===== config.mk =====
export PLATFORM = sky130hd
export DESIGN_NAME = qfix_mul
export DESIGN_NICKNAME = d
export VERILOG_FILES = /design/src/rtl/qfix_pkg.sv /design/src/rtl/qfix_mul_core.sv /design/src/rtl/qfix_mul_align.sv /design/src/rtl/qfix_mul_round.sv /design/src/rtl/qfix_mul_range.sv /design/src/rtl/qfix_mul.sv
export SDC_FILE = /design/constraint.sdc
export NUM_CORES = 1
export LEC_CHECK = 0
export ABC_AREA = 1
export BUFFER_PORTS_ARGS = -buffer_cell sky130_fd_sc_hd__buf_4
export CELL_PAD_IN_SITES_DETAIL_PLACEMENT = 1
export CELL_PAD_IN_SITES_GLOBAL_PLACEMENT = 1
export CORE_UTILIZATION = 40
export DETAILED_ROUTE_END_ITERATION = 12
export PLACE_DENSITY_LB_ADDON = 0.3
export SLEW_MARGIN = 20
export SYNTH_ARGS = -nofsm -noshare
export SYNTH_HDL_FRONTEND = slang
export SYNTH_SLANG_ARGS = --single-unit

===== constraint.sdc =====
create_clock -name vclk -period 5.15
set_input_delay 0.515 -clock vclk [all_inputs]
set_output_delay 0.515 -clock vclk [all_outputs]
set_load 0.01 [all_outputs]

===== src/rtl/qfix_pkg.sv =====
package qfix_pkg;
  // true when every bit of v is equal (pure sign extension)
  function automatic logic all_same(input logic [63:0] v, input int unsigned n);
    logic ref_b;
    logic same;
    ref_b = v[0];
    same = 1'b1;
    for (int unsigned i = 1; i < 64; i++) begin
      if (i < n && v[i] != ref_b) same = 1'b0;
    end
    return same;
  endfunction
endpackage


===== src/rtl/qfix_mul_core.sv =====
module qfix_mul_core #(
  parameter int unsigned W = 8
) (
  input  logic [W-1:0]   a_i,
  input  logic [W-1:0]   b_i,
  output logic [2*W-1:0] prod_o
);
  logic signed [2*W-1:0] a_ext, b_ext;
  assign a_ext = {{W{a_i[W-1]}}, a_i};
  assign b_ext = {{W{b_i[W-1]}}, b_i};
  assign prod_o = a_ext * b_ext;
endmodule


===== src/rtl/qfix_mul_align.sv =====
module qfix_mul_align #(
  parameter int unsigned W = 8,
  parameter int unsigned N = 4,
  localparam int unsigned HI_W = W - N + 1
) (
  input  logic [2*W-1:0]  prod_i,
  output logic [W-1:0]    kept_o,
  output logic            guard_o,
  output logic [HI_W-1:0] hi_o
);
  assign kept_o = prod_i[W+N-1:N];
  assign hi_o   = prod_i[2*W-1:W+N-1];

  generate
    if (N > 0) begin : g_guard
      assign guard_o = prod_i[N-1];
    end else begin : g_noguard
      assign guard_o = 1'b0;
    end
    if (N > 1) begin : g_low
      logic unused_low_bits;
      assign unused_low_bits = ^prod_i[N-2:0];
    end
  endgenerate
endmodule


===== src/rtl/qfix_mul_round.sv =====
module qfix_mul_round #(
  parameter int unsigned W = 8
) (
  input  logic [W-1:0] kept_i,
  input  logic         inc_i,
  output logic [W-1:0] sum_o,
  output logic         wrap_o
);
  assign sum_o  = kept_i + W'(inc_i);
  // carry into the sign: positive max stepped to negative min
  assign wrap_o = inc_i & ~kept_i[W-1] & sum_o[W-1];
endmodule


===== src/rtl/qfix_mul_range.sv =====
module qfix_mul_range #(
  parameter int unsigned HI_W = 5
) (
  input  logic [HI_W-1:0] hi_i,
  output logic            out_of_range_o
);
  import qfix_pkg::*;
  assign out_of_range_o = ~all_same(64'(hi_i), HI_W);
endmodule


===== src/rtl/qfix_mul.sv =====
module qfix_mul #(
  parameter int unsigned INT_BITS  = 4,
  parameter int unsigned FRAC_BITS = 4,
  localparam int unsigned W    = INT_BITS + FRAC_BITS,
  localparam int unsigned HI_W = INT_BITS + 1
) (
  input  logic [W-1:0] a_i,
  input  logic [W-1:0] b_i,
  input  logic         rnd_en_i,
  output logic [W-1:0] result_o,
  output logic         overflow_o
);
  logic [2*W-1:0]  prod;
  logic [W-1:0]    kept;
  logic            guard;
  logic [HI_W-1:0] hi;
  logic            range_ovf;
  logic            wrap;

  qfix_mul_core #(.W(W)) u_core (
    .a_i   (a_i),
    .b_i   (b_i),
    .prod_o(prod)
  );

  qfix_mul_align #(.W(W), .N(FRAC_BITS)) u_align (
    .prod_i (prod),
    .kept_o (kept),
    .guard_o(guard),
    .hi_o   (hi)
  );

  qfix_mul_range #(.HI_W(HI_W)) u_range (
    .hi_i          (hi),
    .out_of_range_o(range_ovf)
  );

  qfix_mul_round #(.W(W)) u_round (
    .kept_i(kept),
    .inc_i (rnd_en_i & guard),
    .sum_o (result_o),
    .wrap_o(wrap)
  );

  assign overflow_o = range_ovf | wrap;
endmodule


Word level (Yosys, flattened, before mapping)
Index checks and enable logic that the tools add are counted.
- bits of input ports: 17
- output and inout bits: 9
- register bits: 0
- logic and storage cells: 16
- bitwise operators: 6
- multipliers: 1
- add/subtract/negate cells: 1
- equality and inequality tests: 4
- mux-type cells: 4
- operators by type and width (kind ; count):
    8-bit by 8-bit multiplier with 16-bit output ; 1
    8-bit by 1-bit adder with 8-bit output ; 1
    1-bit 2-to-1 mux ; 4
    1-bit != test ; 4
    1-bit AND ; 3
    1-bit NOT ; 2
    1-bit bitwise OR ; 1

Depth between registers and ports, before layout
- depth in word-level cells: 8
- depth in mapped cells: 26
- gate-level depth less buffers: 25

Modules after synthesis
A second synthesis with hierarchy kept.
- cell total of the unflattened synthesis: 476
- area, all modules: 3178.0 sq um
- by module, submodules not included (module ; instances ; cells each ; sequential area each (sq um) ; area each (sq um)):
    qfix_mul_core ; 1 ; 415 ; 0.0 ; 2836.5
    qfix_mul_round ; 1 ; 31 ; 0.0 ; 175.2
    qfix_mul_align ; 1 ; 14 ; 0.0 ; 105.1
    qfix_mul_range ; 1 ; 11 ; 0.0 ; 42.5
    qfix_mul ; 1 ; 5 ; 0.0 ; 18.8

Worst setup path before layout
No wires, ideal clock.
- path type: in2out
- from: input port b_i[2]
- to: output port overflow_o
- buffers on the path: 1
- arrival time: 4.412 ns
- data required time: 4.635 ns
- slack: 0.223 ns
- stages: 22
- cell sequence: clkbuf_1 -> nand2_1 -> fa_1 -> inv_1 -> fa_1 -> inv_1 -> fa_1 -> fa_1 -> inv_1 -> ha_1 -> nand2_1 -> inv_1 -> a21oi_1 -> nand3_1 -> nand2_1 -> nand2_1 -> nand2_1 -> nand2_1 -> inv_1 -> nand2_1 -> nor2_1 -> nand2_1
- longest elaborated chain between the ends: 8
- elaborated cells on any way between the ends: 16
- those cells by class: 1 x add/sub; 1 x mul; 4 x eq/ne; 4 x mux; 6 x bitwise
- RTL lines (item ; line ; source):
    start: declaration ; qfix_mul.sv:8 ; input logic [W-1:0] b_i,
    8-bit by 8-bit multiplier with 16-bit output * ; qfix_mul_core.sv:11 ; assign prod_o = a_ext * b_ext;
    parallel branches: the longest is 6 deep, another holds 8-bit by 1-bit adder with 8-bit output ; - ;
    1-bit bitwise OR * ; qfix_mul.sv:45 ; assign overflow_o = range_ovf | wrap;
    end: declaration ; qfix_mul.sv:11 ; output logic overflow_o
Every way passes the cells marked *.

Worst setup path in the final report
- from: input port a_i[7]
- to: output port overflow_o
- longest elaborated chain between the ends: 8
- elaborated cells on any way between the ends: 15
- those cells by class: 1 x add/sub; 1 x mul; 4 x eq/ne; 4 x mux; 5 x bitwise
- RTL lines (item ; line ; source):
    start: declaration ; qfix_mul.sv:7 ; input logic [W-1:0] a_i,
    8-bit by 8-bit multiplier with 16-bit output * ; qfix_mul_core.sv:11 ;
    parallel branches: the longest is 6 deep, another holds 8-bit by 1-bit adder with 8-bit output ; - ;
    1-bit bitwise OR * ; qfix_mul.sv:45 ;
Marked as above.

==> out/metrics.cfg <==
[hold_path]
hold_start = rnd_en_i
min_to = result_o[0]
holdCritPathClass = primary input to primary output
hold_depth = 5

[global_route]
grt_pass1_vias = 2972
grt_pass1_wl_um = 13100
overflow = 0
grt_max_degree = 9
antenna_found_initial = 0
grtUsageTotal_pct = 21.6

[place]
place.gp.congestion = 0.832
dpl.cell_count = 567
port_buffers = 26
placed_area_mm2 = 0.00333
dp_hpwl_um = 6600

[sta]
finalSetupViolCount = 0
tightest_slew_ps = 423
hold_violations = 0
slew_headroom_pct = 71.6
min_period_ps = 4990
post-route-period-util_pct = 97.0
maxSlewViolCount = 0
fmaxAchievable_mhz = 200

[pwr]
report.power.total_mw = 2.64
powerDensity_mw_per_mm2 = 713
ir_drop_v = 0.000297
cellLeakagePower_nw = 2.17

[status]
status = complete, no violations

[synthesis]
seq_area_frac_synth_pct = 0
synth_area_leaders = fa_1 (37%), inv_1 (18%), nand2_1 (16%), ha_1 (12%), nand3_1 (3.7%)
synth_warnings = 0
syn_nets = 544
synth_top_area_share_pct = 37.0
synth_top_cell_by_area = fa_1
ys_types = 23
avgSynthCellArea_um2 = 6.71
syn_inst = 443
synth_area_mm2 = 0.00297

[final_layout]
drive_gt1_share_pct = 24.3
syn2layout_area_growth_pct = 24.6
seq_cells = 0
final_cells = 576
postLayoutCellArea_mm2 = 0.00370
num-nets-final = 580
clkbuf_count = 0
final_common_cell = inv_1
antenna_cells = 0
regArea_um2 = 0
final_cell_mix = inv_1 (134), nand2_1 (108), fa_1 (53), buf_4 (40), ha_1 (19)

[floorplan]
io_pins = 26
floorplan.initialDensity_pct = 41.2
die-area_mm2 = 0.00778
rows = 31
die_w_um = 88.2
core_area_mm2 = 0.00721
die_h_um = 88.2

[routing]
drc = 0
finalWirelength_um = 8100
vias_per_cell = 4.77
drt_iter0_markers = 71
wire_per_inst_um = 14.1
vias = 2748
dr.pass1.iters = 4
antenna_left = 0

[worst_setup_path]
cp_data_required_time_ps = 4640
cp_max_fo = 8
worstSetupStartpointType = primary input
cp_top_family = adder cells
critPathKind = primary input to primary output
critical_path.cell_chain = buf_6 -> nand2_4 -> fa_1 -> inv_1 -> fa_1 -> fa_1 -> inv_1 -> fa_1 -> inv_1 -> ha_4 -> nand2_4 -> inv_1 -> a21oi_2 -> buf_4 -> nand3_1 -> nand2_2 -> nand3_1 -> nand2_1 -> nor2_1 -> nand2_1 -> nor2_1 -> nand2_1 -> buf_4
slowest_stage = fa_1
cp_slowest_stage_delay_ps = 540
critPathBufInv = 7
arrival_ps = 4480
startpoint = a_i[7]
end_kind = primary output

[run]
maxCapViolations = 0

[cts]
cts_hold_buf = 0

kinds of logic (layout without fill, tap and decap cells):
group,count (synthesis),in the layout,share of synthesized area (%)
compound gates,9,9,1.73
simple gates,183,183,25.8
xor+xnor,13,13,3.83
fa+ha+maj,84,84,49.2
buf+inv,154,188,19.4
per-layer routing:
layer	global-route usage [%]	share of wire (%)	up-vias
met5	0	0	-
met4	3.67	2.6	0
met3	0.840	1.9	16
met2	45.1	58	36
met1	24.0	37	1373
li1	-	-	1323
worst max path at each step:
stage,end,cells past startpoint
after floorplan,overflow_o,22
after global placement,overflow_o,21
after detailed placement,overflow_o,21
after CTS,overflow_o,21
after global routing,overflow_o,23
final,overflow_o,23
cells in the mapped netlist (all sizes together):
| library cell | count |
|---|---|
| nor2 | 19 |
| nand3b | 2 |
| ha | 29 |
| nand4 | 3 |
| clkinv | 1 |
| or2 | 4 |
| nand2 | 132 |
| a21oi | 7 |
| o21ai | 1 |
| inv | 142 |
| xnor2 | 6 |
| o21bai | 1 |
| xor2 | 7 |
| clkbuf | 11 |
| fa | 55 |
| nand3 | 23 |
per-stage QoR:
step	util (%)	hold slack, ps	setup TNS, ps	worst slack, ps
floorplan	-	1260	0	223
global placement	46.1	1530	-19.3	-19.3
detailed placement	46.1	1540	-164	-164
CTS	47.1	1550	0	4.63
global route	51.4	1580	-81.4	-75.0
finish	51.4	1520	0	156
where the power goes:
group | internal, mW | leakage, nW | total, mW | switching [mW]
Clock | 0 | 0 | 0 | 0
Combinational | 1.18 | 2.17 | 2.64 | 1.46
Sequential | 0 | 0 | 0 | 0
layout make-up:
cell class         instances  area [um^2]
well taps                 99          124
inverters                143          539
repair buffers            45          357
fillers                  964         3510
multi-input cells        289         2690
what timing repair did:
| item | in CTS | in global routing |
|---|---|---|
| setup endpoints to repair | 2 | 4 |
| buffers inserted | 0 | 9 |
| pin swaps | 3 | 48 |
| resized for setup | 12 | 65 |
Note: power is estimated with default switching activity, not from simulation.
